$ cat src/rtl/dbg_arb_pkg.sv
package dbg_arb_pkg;

    typedef enum logic [1:0] {
        LVL_0 = 2'd0,
        LVL_1 = 2'd1,
        LVL_2 = 2'd2,
        LVL_3 = 2'd3
    } lvl_e;

    typedef enum logic [1:0] {
        WSEL_SCOPE  = 2'd0,
        WSEL_EL3CFG = 2'd1,
        WSEL_LOCK   = 2'd2,
        WSEL_ROUTE  = 2'd3
    } wsel_e;

    localparam int SCOPE_MON_BIT   = 15;
    localparam int SCOPE_KERN_BIT  = 13;
    localparam int SCOPE_STEP_BIT  = 0;
    localparam int EL3CFG_SDIS_BIT = 16;
    localparam int LOCK_BIT        = 0;
    localparam int ROUTE_TDBG_BIT  = 0;
    localparam int ROUTE_TGEN_BIT  = 1;
    localparam int MIN_DATA_W      = EL3CFG_SDIS_BIT + 1;

    typedef struct packed {
        logic os_lock;
        logic sec_dis;
        logic kern_en;
        logic mon_en;
        logic step_en;
        logic trap_dbg;
        logic trap_gen;
    } dbg_ctrl_t;

    typedef struct packed {
        lvl_e lvl;
        logic secure;
        logic has_el2;
        logic has_el3;
        logic mask;
    } dbg_ctx_t;

    function automatic lvl_e route_level(input dbg_ctrl_t c, input dbg_ctx_t x);
        logic to_hyp;
        to_hyp = x.has_el2 && !x.secure && (c.trap_dbg || c.trap_gen);
        return to_hyp ? LVL_2 : LVL_1;
    endfunction

endpackage

$ cat src/rtl/dbg_ctrl_regs.sv
module dbg_ctrl_regs
    import dbg_arb_pkg::*;
#(
    parameter int DATA_W = 32
) (
    input  logic              clk,
    input  logic              rst,
    input  logic              wr_en,
    input  logic [1:0]        wr_sel,
    input  logic [DATA_W-1:0] wr_data,
    output dbg_ctrl_t         ctrl
);

    dbg_ctrl_t ctrl_q;
    wsel_e     sel;

    assign sel  = wsel_e'(wr_sel);
    assign ctrl = ctrl_q;

    always_ff @(posedge clk) begin
        if (rst) begin
            ctrl_q <= '0;
        end else if (wr_en) begin
            case (sel)
                WSEL_SCOPE: begin
                    ctrl_q.mon_en  <= wr_data[SCOPE_MON_BIT];
                    ctrl_q.kern_en <= wr_data[SCOPE_KERN_BIT];
                    ctrl_q.step_en <= wr_data[SCOPE_STEP_BIT];
                end
                WSEL_EL3CFG: ctrl_q.sec_dis <= wr_data[EL3CFG_SDIS_BIT];
                WSEL_LOCK:   ctrl_q.os_lock <= wr_data[LOCK_BIT];
                WSEL_ROUTE: begin
                    ctrl_q.trap_dbg <= wr_data[ROUTE_TDBG_BIT];
                    ctrl_q.trap_gen <= wr_data[ROUTE_TGEN_BIT];
                end
                default: ctrl_q <= ctrl_q;
            endcase
        end
    end

endmodule

$ cat src/rtl/dbg_route.sv
module dbg_route
    import dbg_arb_pkg::*;
(
    input  dbg_ctrl_t ctrl,
    input  dbg_ctx_t  ctx,
    output lvl_e      target
);

    assign target = route_level(ctrl, ctx);

endmodule

$ cat src/rtl/dbg_enable_eval.sv
module dbg_enable_eval
    import dbg_arb_pkg::*;
(
    input  dbg_ctrl_t ctrl,
    input  dbg_ctx_t  ctx,
    input  lvl_e      target,
    output logic      allowed
);

    logic veto;
    logic at_target;
    logic below_target;

    always_comb begin
        veto         = ctrl.os_lock || (ctrl.sec_dis && ctx.secure && ctx.has_el3);
        at_target    = (ctx.lvl == target);
        below_target = (ctx.lvl < target);
        if (veto)
            allowed = 1'b0;
        else if (at_target)
            allowed = ctrl.kern_en && !ctx.mask;
        else
            allowed = below_target;
    end

endmodule

$ cat src/rtl/dbg_enable_arbiter.sv
module dbg_enable_arbiter
    import dbg_arb_pkg::*;
#(
    parameter int DATA_W = 32
) (
    input  logic              clk,
    input  logic              rst,
    input  logic              wr_en,
    input  logic [1:0]        wr_sel,
    input  logic [DATA_W-1:0] wr_data,
    input  logic [1:0]        cur_el,
    input  logic              secure,
    input  logic              has_el2,
    input  logic              has_el3,
    input  logic              dbg_mask,
    output logic [1:0]        target_el,
    output logic              dbg_allowed,
    output logic              mon_dbg_en,
    output logic              step_en
);

    localparam int SPARE_W = DATA_W - MIN_DATA_W;

    dbg_ctrl_t ctrl;
    dbg_ctx_t  ctx;
    lvl_e      target;

    generate
        if (SPARE_W < 0) begin : g_bad_width
            initial $error("DATA_W too narrow for control word fields");
        end
    endgenerate

    assign ctx.lvl     = lvl_e'(cur_el);
    assign ctx.secure  = secure;
    assign ctx.has_el2 = has_el2;
    assign ctx.has_el3 = has_el3;
    assign ctx.mask    = dbg_mask;

    dbg_ctrl_regs #(.DATA_W(DATA_W)) i_regs (
        .clk     (clk),
        .rst     (rst),
        .wr_en   (wr_en),
        .wr_sel  (wr_sel),
        .wr_data (wr_data),
        .ctrl    (ctrl)
    );

    dbg_route i_route (
        .ctrl   (ctrl),
        .ctx    (ctx),
        .target (target)
    );

    dbg_enable_eval i_eval (
        .ctrl    (ctrl),
        .ctx     (ctx),
        .target  (target),
        .allowed (dbg_allowed)
    );

    assign target_el  = target;
    assign mon_dbg_en = ctrl.mon_en;
    assign step_en    = ctrl.step_en;

endmodule

$ cat config.mk
export PLATFORM = sky130hd
export DESIGN_NAME = dbg_enable_arbiter
export DESIGN_NICKNAME = d
export VERILOG_FILES = /design/src/rtl/dbg_arb_pkg.sv /design/src/rtl/dbg_ctrl_regs.sv /design/src/rtl/dbg_route.sv /design/src/rtl/dbg_enable_eval.sv /design/src/rtl/dbg_enable_arbiter.sv
export SDC_FILE = /design/constraint.sdc
export NUM_CORES = 1
export LEC_CHECK = 0
export ABC_CLOCK_PERIOD_IN_PS = 1300
export BUFFER_PORTS_ARGS = -buffer_cell sky130_fd_sc_hd__buf_2
export CAP_MARGIN = 20
export CORE_AREA = 10 10 47 49
export CTS_CLUSTER_SIZE = 40
export DETAILED_ROUTE_END_ITERATION = 7
export DIE_AREA = 0 0 57 59
export PLACE_DENSITY = 0.72
export SLEW_MARGIN = 15
export SYNTH_ARGS = -nofsm -noshare
export SYNTH_HDL_FRONTEND = slang
export SYNTH_SLANG_ARGS = --single-unit
export TNS_END_PERCENT = 5
$ cat constraint.sdc
create_clock -name clk -period 1.3 [get_ports clk]
set_input_delay 0 -clock clk [delete_from_list [all_inputs] [get_ports clk]]
set_output_delay 0 -clock clk [all_outputs]
set_load 0.02 [all_outputs]
Yosys cells after proc, flatten, opt, wreduce, memory -nomap -nowiden
Cells that the tools add are included.
- register bits after elaboration: 7
- bits of input ports: 43
- output and inout bits: 5
- logic and storage cells: 29
- $lt $le $gt $ge: 1
- eq/ne operators: 4
- multiplexer cells: 3
- reductions and logical operators: 14
- operator list (kind ; number):
    2-bit AND reduction ; 4
    1-bit logical AND ; 5
    2-bit == test, second input constant ; 2
    2-bit by 1-bit == test with 1-bit output, second input constant ; 1
    2-bit == test ; 1
    1-bit zero test ; 2
    2-bit zero test ; 1
    1-bit logical OR ; 2
    2-bit less-than comparator ; 1
    1-bit two-way mux ; 2
    2-bit two-way mux ; 1

Logic depth before layout (Yosys ltp)
Gate-level depths: netlist (run 1).
- depth in word-level cells: 7
- depth in mapped cells: 6

By module
From an unflattened synthesis (run 1), not the netlist that was laid out.
- cell total of the unflattened synthesis: 43
- area, all modules: 427.9 um^2
- by module, submodules not included (module ; instances ; cells each ; area each (um^2)):
    dbg_ctrl_regs ; 1 ; 31 ; 327.8
    dbg_enable_eval ; 1 ; 9 ; 78.8
    dbg_route ; 1 ; 3 ; 21.3

Worst setup path before layout (run 1)
Ideal clock, no wire load.
- kind: flip-flop to output port
- start: register i_regs.ctrl_q (netlist bit i_regs.ctrl[1])
- end: output dbg_allowed
- data arrival time: 1.630 ns
- data required time: 1.300 ns
- path slack: -0.330 ns
- cell stages (with the launch flop): 6
- buffers on the path: 0
- path through: dfxtp_1 > o211ai_1 > ha_1 > nand2b_1 > a21oi_1 > o21a_1
- word-level cells in the longest chain between the ends: 6
- RTL lines (item ; line ; source):
    from (decl) ; dbg_ctrl_regs.sv:14 ; dbg_ctrl_t ctrl_q;
    from (signal assigned) ; dbg_ctrl_regs.sv:36 ; default: ctrl_q <= ctrl_q;
    1-bit logical OR (*) ; dbg_arb_pkg.sv:46 ; to_hyp = x.has_el2 && !x.secure && (c.trap_dbg || c.trap_gen);
    1-bit logical AND (*) ; dbg_arb_pkg.sv:46 ;
    2-bit two-way mux (*) ; dbg_arb_pkg.sv:47 ; return to_hyp ? LVL_2 : LVL_1;
    net target_el[0] ; dbg_enable_arbiter.sv:16 ; output logic [1:0] target_el,
    2-bit less-than comparator or 2-bit == test (tied branches) ; dbg_enable_eval.sv:17, dbg_enable_eval.sv:16 ;
    1-bit two-way mux (*) ; dbg_enable_eval.sv:20 ; else if (at_target)
    1-bit two-way mux (*) ; dbg_enable_eval.sv:18 ; if (veto)
    to (decl) ; dbg_enable_arbiter.sv:17 ; output logic dbg_allowed,
The timed path passes the listed nets; every way through them passes the cells marked *.

Worst setup path after layout (run 1)
- start: register i_regs.ctrl_q (netlist bit i_regs.ctrl[0])
- end: output dbg_allowed
- word-level cells in the longest chain between the ends: 6
- RTL lines (item ; line):
    1-bit logical OR (*) ; dbg_arb_pkg.sv:46
    1-bit logical AND (*) ; dbg_arb_pkg.sv:46
    2-bit two-way mux (*) ; dbg_arb_pkg.sv:47
    2-bit less-than comparator or 2-bit == test (tied branches) ; dbg_enable_eval.sv:17, dbg_enable_eval.sv:16
    1-bit two-way mux (*) ; dbg_enable_eval.sv:20
    1-bit two-way mux (*) ; dbg_enable_eval.sv:18
Every way passes the cells marked *; elsewhere a longest branch is shown, timed or not.

==> flow_summary.ini, run 1 <==
[clock_tree]
insertion_delay_ns = 0.25
cts.root.buffer_cell = sky130_fd_sc_hd__clkbuf_4
cts_inserted_buffers = 3
cts_tree = built
number_of_buffers_on_the_longest_clock_path = 2
htreeDepth = 1
clk_pin_slew_worst_paths_ns = 0.05
clock-sinks = 7

[placement]
hpwl_um = 831
gp_routability_congestion = 0.711
numPortBuffers = 20
dp.cells = 72

[synthesis]
synth_edf_count = 0
yosysTopAreaCell = sky130_fd_sc_hd__dfxtp_1
postSynthNetCount = 81
post_synth_instance_area_um2 = 354
synthTopCellsByCount = 7 x sky130_fd_sc_hd__dfxtp_1, 7 x sky130_fd_sc_hd__mux2i_1, 7 x sky130_fd_sc_hd__nor2_1
synthesis.yosys.warnings = 0
synth_ff_type = sky130_fd_sc_hd__dfxtp_1
top_area_cell_type_share_of_the_netlist_area = 0.396
post_synth.cell_area_avg_um2 = 9.84
synth_cells = 36
yosys.cell_types.count = 14
synth_async_sr_flop_share = 0
synth_seq_area_share = 0.396
ys_ff_latch = 7
yosys-top-cells-area = sky130_fd_sc_hd__dfxtp_1 40%, sky130_fd_sc_hd__mux2i_1 20%, sky130_fd_sc_hd__nor2_1 7.4%

[timing]
timing.final.ws_setup_ns = -0.305
max_slew_violations = 0
min_period_over_period = 1.23
timing.final.setup_violations = 1
timing.max_slew.rel_slack = 0.811
period_needed_ns = 1.60
worst_clock_skew_ns = 0
tightestPinTransition_ns = 0.283
grt_setup_unrepaired = yes
hold_violations = 0
fmax_mhz = 623
holdWs_ns = 0.00443

[die]
placeableCoreArea_mm2 = 0.00140
std_cell_rows = 14
die_wd_um = 57
number_of_top_level_pins = 48
die_area_mm2 = 0.00336
floorplan.initialDensity = 0.253
chipHeight_um = 59

[detailed_routing]
vias_per_cell = 4.35
remaining_drc_errors = 0
wl_per_cell_um = 12.2
drt_first_iter_violations = 2
drt_wl_total_um = 989
drt-pass1-iter-count = 2
dr_total_vias = 352
antenna_left = 0

[job]
max_cap_violation_count = 0

[setup_path]
r2r-start = i_regs.ctrl[5]$_SDFFE_PP0P_
timing.critical_path.max_delay_family = compound AO/OA/AOI/OAI gates
cp_num_cells = 6
r2r_cells = 2
critPathSlowestCell = sky130_fd_sc_hd__dfxtp_2
regToRegSetupSlack_ns = 0.69
critical_path.endpoint = dbg_allowed
crit_type = reg -> out
path_max_fanout = 4
critical_path.cell_chain = o211ai_1, buf_4, ha_4, and4b_1, o21a_2, buf_6
r2r_end = i_regs.ctrl[5]$_SDFFE_PP0P_
crit_start = i_regs.ctrl[0]$_SDFFE_PP0P_
critical_path_capture_point_type = output pin
cp.arrival_ns = 1.60
critPathMaxStageDelay_ns = 0.31
path_buf_inv = 2
worst_setup_path_start_kind = flop
worst_ep_required_time_ns = 1.30

[global_routing]
met2_usage = 0.0930
first_global_vias = 409
grt.met3_usage = 0.0193
grt_overflow = 0
grt_use_total = 0.0626
maximum_number_of_pins_on_one_net_before_global_route_repair = 8
globalRoute.busiestLayer = met2
grt.met1_usage = 0.0726
wire_length_of_the_first_global_routing_pass_um = 1670
antenna_violations_before_repair = 0

[finish]
number_of_standard_cells_in_the_layout_taps_in_and_fillers_out = 81
largest_register_ffs = 7
drive_above_1_share = 0.492
post-route-util = 0.424
final_net_count = 111
num_antenna_cells = 0
fillCellCount = 152
area_growth_pct = 67.8

[power]
ir_worst_vdd_mv = 0.452
power_per_cell_area_mw_per_mm2 = 895
leakage_nw = 0.299
total_power_mw = 0.532

[hold_path]
hold_path_class = in -> reg

[outcome]
failed_checks = setup timing
run_status = finished with violations
[per-layer routing]
| metal | part of all wire | vias to the layer above |
|---|---|---|
| met2 | 0.46 | 14 |
| met1 | 0.48 | 155 |
| met5 | 0 | - |
| met4 | 0 | 0 |
| li1 | - | 183 |
| met3 | 0.064 | 0 |
[worst min path at each step]
stage | startpoint | cells past startpoint | to
3_3_place_gp | wr_data[16] | 3 | i_regs.ctrl[5]$_SDFFE_PP0P_
6_report | wr_data[15] | 3 | i_regs.ctrl[3]$_SDFFE_PP0P_
5_1_grt | wr_data[15] | 3 | i_regs.ctrl[3]$_SDFFE_PP0P_
2_1_floorplan | rst | 1 | i_regs.ctrl[0]$_SDFFE_PP0P_
3_5_place_dp | wr_data[1] | 3 | i_regs.ctrl[0]$_SDFFE_PP0P_
4_1_cts | wr_data[15] | 3 | i_regs.ctrl[3]$_SDFFE_PP0P_
[through the flow]
step | setup WS [ns] | setup TNS, ns | instance area (um^2)
detailed placement | -0.178 | -0.178 | 475
global placement | -0.102 | -0.102 | 475
floorplan | -0.284 | -0.284 | 355
global route | -0.400 | -0.400 | 594
CTS | -0.338 | -0.338 | 582
finish | -0.305 | -0.305 | 594
[worst reg2reg max path, stage by stage (launching register included)]
cell and delay (ns):
sky130_fd_sc_hd__dfxtp_1 0.30, sky130_fd_sc_hd__mux2i_1 0.15, sky130_fd_sc_hd__nor2_1 0.05
[kinds of logic after synthesis]
group	Yosys count	synth area share
adder cells (fa/ha/maj)	2	0.0707
flip-flops	7	0.396
multiplexers	7	0.198
AND/OR/NAND/NOR	13	0.230
buffers and inverters	3	0.0318
AO/OA/AOI/OAI	4	0.0742
[layout by cell type (no fill, tap or decap)]
cell type | synthesis | layout
sky130_fd_sc_hd__buf_2 | 0 | 19
sky130_fd_sc_hd__mux2i_1 | 7 | 7
sky130_fd_sc_hd__nor2_1 | 7 | 7
sky130_fd_sc_hd__dfxtp_1 | 7 | 5
sky130_fd_sc_hd__dlygate4sd3_1 | 0 | 4
sky130_fd_sc_hd__inv_1 | 3 | 3
sky130_fd_sc_hd__clkbuf_4 | 0 | 3
sky130_fd_sc_hd__nand3b_1 | 2 | 2
sky130_fd_sc_hd__ha_4 | 0 | 2
sky130_fd_sc_hd__dfxtp_2 | 0 | 2
sky130_fd_sc_hd__o211ai_1 | 1 | 1
sky130_fd_sc_hd__and4b_1 | 1 | 1
sky130_fd_sc_hd__nand2b_4 | 0 | 1
sky130_fd_sc_hd__a21oi_2 | 0 | 1
sky130_fd_sc_hd__a31oi_1 | 1 | 1
sky130_fd_sc_hd__o21a_2 | 0 | 1
sky130_fd_sc_hd__nand3_1 | 1 | 1
sky130_fd_sc_hd__nor3b_4 | 1 | 1
sky130_fd_sc_hd__clkbuf_1 | 0 | 1
sky130_fd_sc_hd__buf_6 | 0 | 1
sky130_fd_sc_hd__buf_4 | 0 | 1
[cell type report]
cell class	instances	area, um^2	share of cell area
multi-input cells	26	240	0.404
flip-flops and latches	7	143	0.240
repair buffers	25	154	0.259
clock buffers	4	26.3	0.0442
inverters	3	11.3	0.0189
well taps	16	20.0	0.0337
[repair_timing]
item,in CTS,in global routing
gates resized for setup,5,3
pin swaps,4,3
endpoints found under the hold margin,4,0
hold buffers,4,0
setup endpoints to repair,1,1
buffers inserted,1,0
gates cloned,0,0
[where the power goes]
| part | switching, mW | internal, mW | total [mW] |
|---|---|---|---|
| logic | 0.0476 | 0.0622 | 0.110 |
| clock network | 0.0791 | 0.117 | 0.196 |
| registers | 0.00334 | 0.223 | 0.226 |
(Power assumes the default switching activity.)
==> inputs of run 2 (changes only) <==
- RECOVER_POWER: unset -> 50
==> flow_summary.ini, run 2 (synthesis gave the netlist of run 1 again) <==
[outcome]
run_status = finished with violations
failed_checks = setup timing

[die]
die_area_mm2 = 0.00336
placeableCoreArea_mm2 = 0.00140
floorplan.initialDensity = 0.253
die_wd_um = 57
std_cell_rows = 14
chipHeight_um = 59
number_of_top_level_pins = 48

[clock_tree]
htreeDepth = 1
number_of_buffers_on_the_longest_clock_path = 2
insertion_delay_ns = 0.25
clk_pin_slew_worst_paths_ns = 0.05
cts.root.buffer_cell = sky130_fd_sc_hd__clkbuf_4
cts_inserted_buffers = 3
clock-sinks = 7
cts_tree = built

[finish]
drive_above_1_share = 0.477
fin_area_um2 = 593
num_antenna_cells = 0
largest_register_ffs = 7
number_of_standard_cells_in_the_layout_taps_in_and_fillers_out = 81
area_growth_pct = 67.5
layout_commonest_cell = sky130_fd_sc_hd__buf_2
mostFrequentLayoutCells = 18 x sky130_fd_sc_hd__buf_2, 7 x sky130_fd_sc_hd__mux2i_1, 7 x sky130_fd_sc_hd__nor2_1, 5 x sky130_fd_sc_hd__dfxtp_1, 4 x sky130_fd_sc_hd__dlygate4sd3_1
fillCellCount = 153
final_net_count = 111

[placement]
gp_routability_congestion = 0.711
numPortBuffers = 20
place_area_um2 = 475
pre_cts_ws_ns = -0.178
hpwl_um = 831
dp.cells = 72

[hold_path]
holdPathEnd = i_regs.ctrl[3]$_SDFFE_PP0P_
hold_depth = 3
min-delay-start = wr_data[15]
hold_path_class = in -> reg

[timing]
timing.max_slew.rel_slack = 0.791
tightestPinTransition_ns = 0.313
grt_setup_unrepaired = yes
period_needed_ns = 1.60
timing.final.ws_setup_ns = -0.304
finalSetupTns_ns = -0.304
hold_violations = 0
fmax_mhz = 623
max_slew_violations = 0
holdWs_ns = 0.00443
timing.final.setup_violations = 1
min_period_over_period = 1.23
worst_clock_skew_ns = 0

[setup_path]
r2r-start = i_regs.ctrl[5]$_SDFFE_PP0P_
r2r_cells = 2
crit_type = reg -> out
cp.arrival_ns = 1.60
regToRegSetupSlack_ns = 0.68
worst_ep_required_time_ns = 1.30
r2r_end = i_regs.ctrl[5]$_SDFFE_PP0P_
worst_setup_path_start_kind = flop
path_max_fanout = 4
critical_path_capture_point_type = output pin

[power]
ir_worst_vdd_mv = 0.453
leakage_nw = 0.297
power_per_cell_area_mw_per_mm2 = 896

[detailed_routing]
dr_total_vias = 354
antenna_left = 0
remaining_drc_errors = 0
vias_per_cell = 4.37
wl_per_cell_um = 12.2
drt_first_iter_violations = 2
drt-pass1-iter-count = 2
drt_wl_total_um = 988

[global_routing]
maximum_number_of_pins_on_one_net_before_global_route_repair = 8
first_global_vias = 409
grt_overflow = 0
antenna_violations_before_repair = 0
wire_length_of_the_first_global_routing_pass_um = 1670
grt_use_total = 0.0626

[job]
max_cap_violation_count = 0
[run 2: cell types whose count changed in the layout (fill, tap and decap cells not counted), sizes merged]
cell | previous run | this run
buf | 21 | 20
clkbuf | 4 | 5
[run 2: power breakdown]
| part | leakage, nW | internal, mW | switching [mW] |
|---|---|---|---|
| clock | 0.0150 | 0.117 | 0.0790 |
| combinational | 0.224 | 0.0618 | 0.0479 |
| sequential | 0.0578 | 0.223 | 0.00334 |
| total | 0.297 | 0.401 | 0.130 |
[run 2: per-layer routing]
metal,track usage,vias up,wire (um)
met2,0.0930,14,452
li1,-,183,-
met1,0.0726,157,472
met4,0.0503,0,0
met3,0.0193,0,63
met5,0,-,0
[run 2: cell type report]
class	instances	area (um^2)	area share
Multi-Input combinational cell	26	240	0.405
Sequential cell	7	143	0.241
Inverter	3	11.3	0.0190
Clock buffer	4	26.3	0.0443
Timing Repair Buffer	25	153	0.257
Tap cell	16	20.0	0.0338
[run 2: critical path, stage by stage, from the launching register on]
cell	delay [ns]
sky130_fd_sc_hd__dfxtp_2	0.31
sky130_fd_sc_hd__o211ai_1	0.16
sky130_fd_sc_hd__buf_4	0.17
sky130_fd_sc_hd__ha_4	0.20
sky130_fd_sc_hd__and4b_1	0.19
sky130_fd_sc_hd__o21a_2	0.20
sky130_fd_sc_hd__buf_6	0.13
[run 2: repair_timing]
item / in CTS / in global routing
setup buffers: 1 / 0
resized for setup: 5 / 3
endpoints found under the hold margin: 4 / 0
hold buffers: 4 / 0
setup endpoints to repair: 1 / 1
pin swaps: 4 / 3
[run 2: how the worst max path moves through the flow]
stage	slack [ns]	to	from	depth (start not counted)
final	-0.30	dbg_allowed	i_regs.ctrl[0]$_SDFFE_PP0P_	6
after global routing	-0.40	dbg_allowed	i_regs.ctrl[0]$_SDFFE_PP0P_	7
after CTS	-0.34	dbg_allowed	i_regs.ctrl[1]$_SDFFE_PP0P_	6
after detailed placement	-0.18	dbg_allowed	i_regs.ctrl[0]$_SDFFE_PP0P_	6
after global placement	-0.10	dbg_allowed	i_regs.ctrl[0]$_SDFFE_PP0P_	6
after floorplan	-0.28	dbg_allowed	i_regs.ctrl[0]$_SDFFE_PP0P_	5
[run 2: per-stage QoR]
step	power (mW)	utilization
6_report	0.532	0.423
5_1_grt	0.563	0.423
4_1_cts	0.538	0.415
3_5_place_dp	0.314	0.339
3_3_place_gp	0.312	0.339
2_1_floorplan	0.271	-
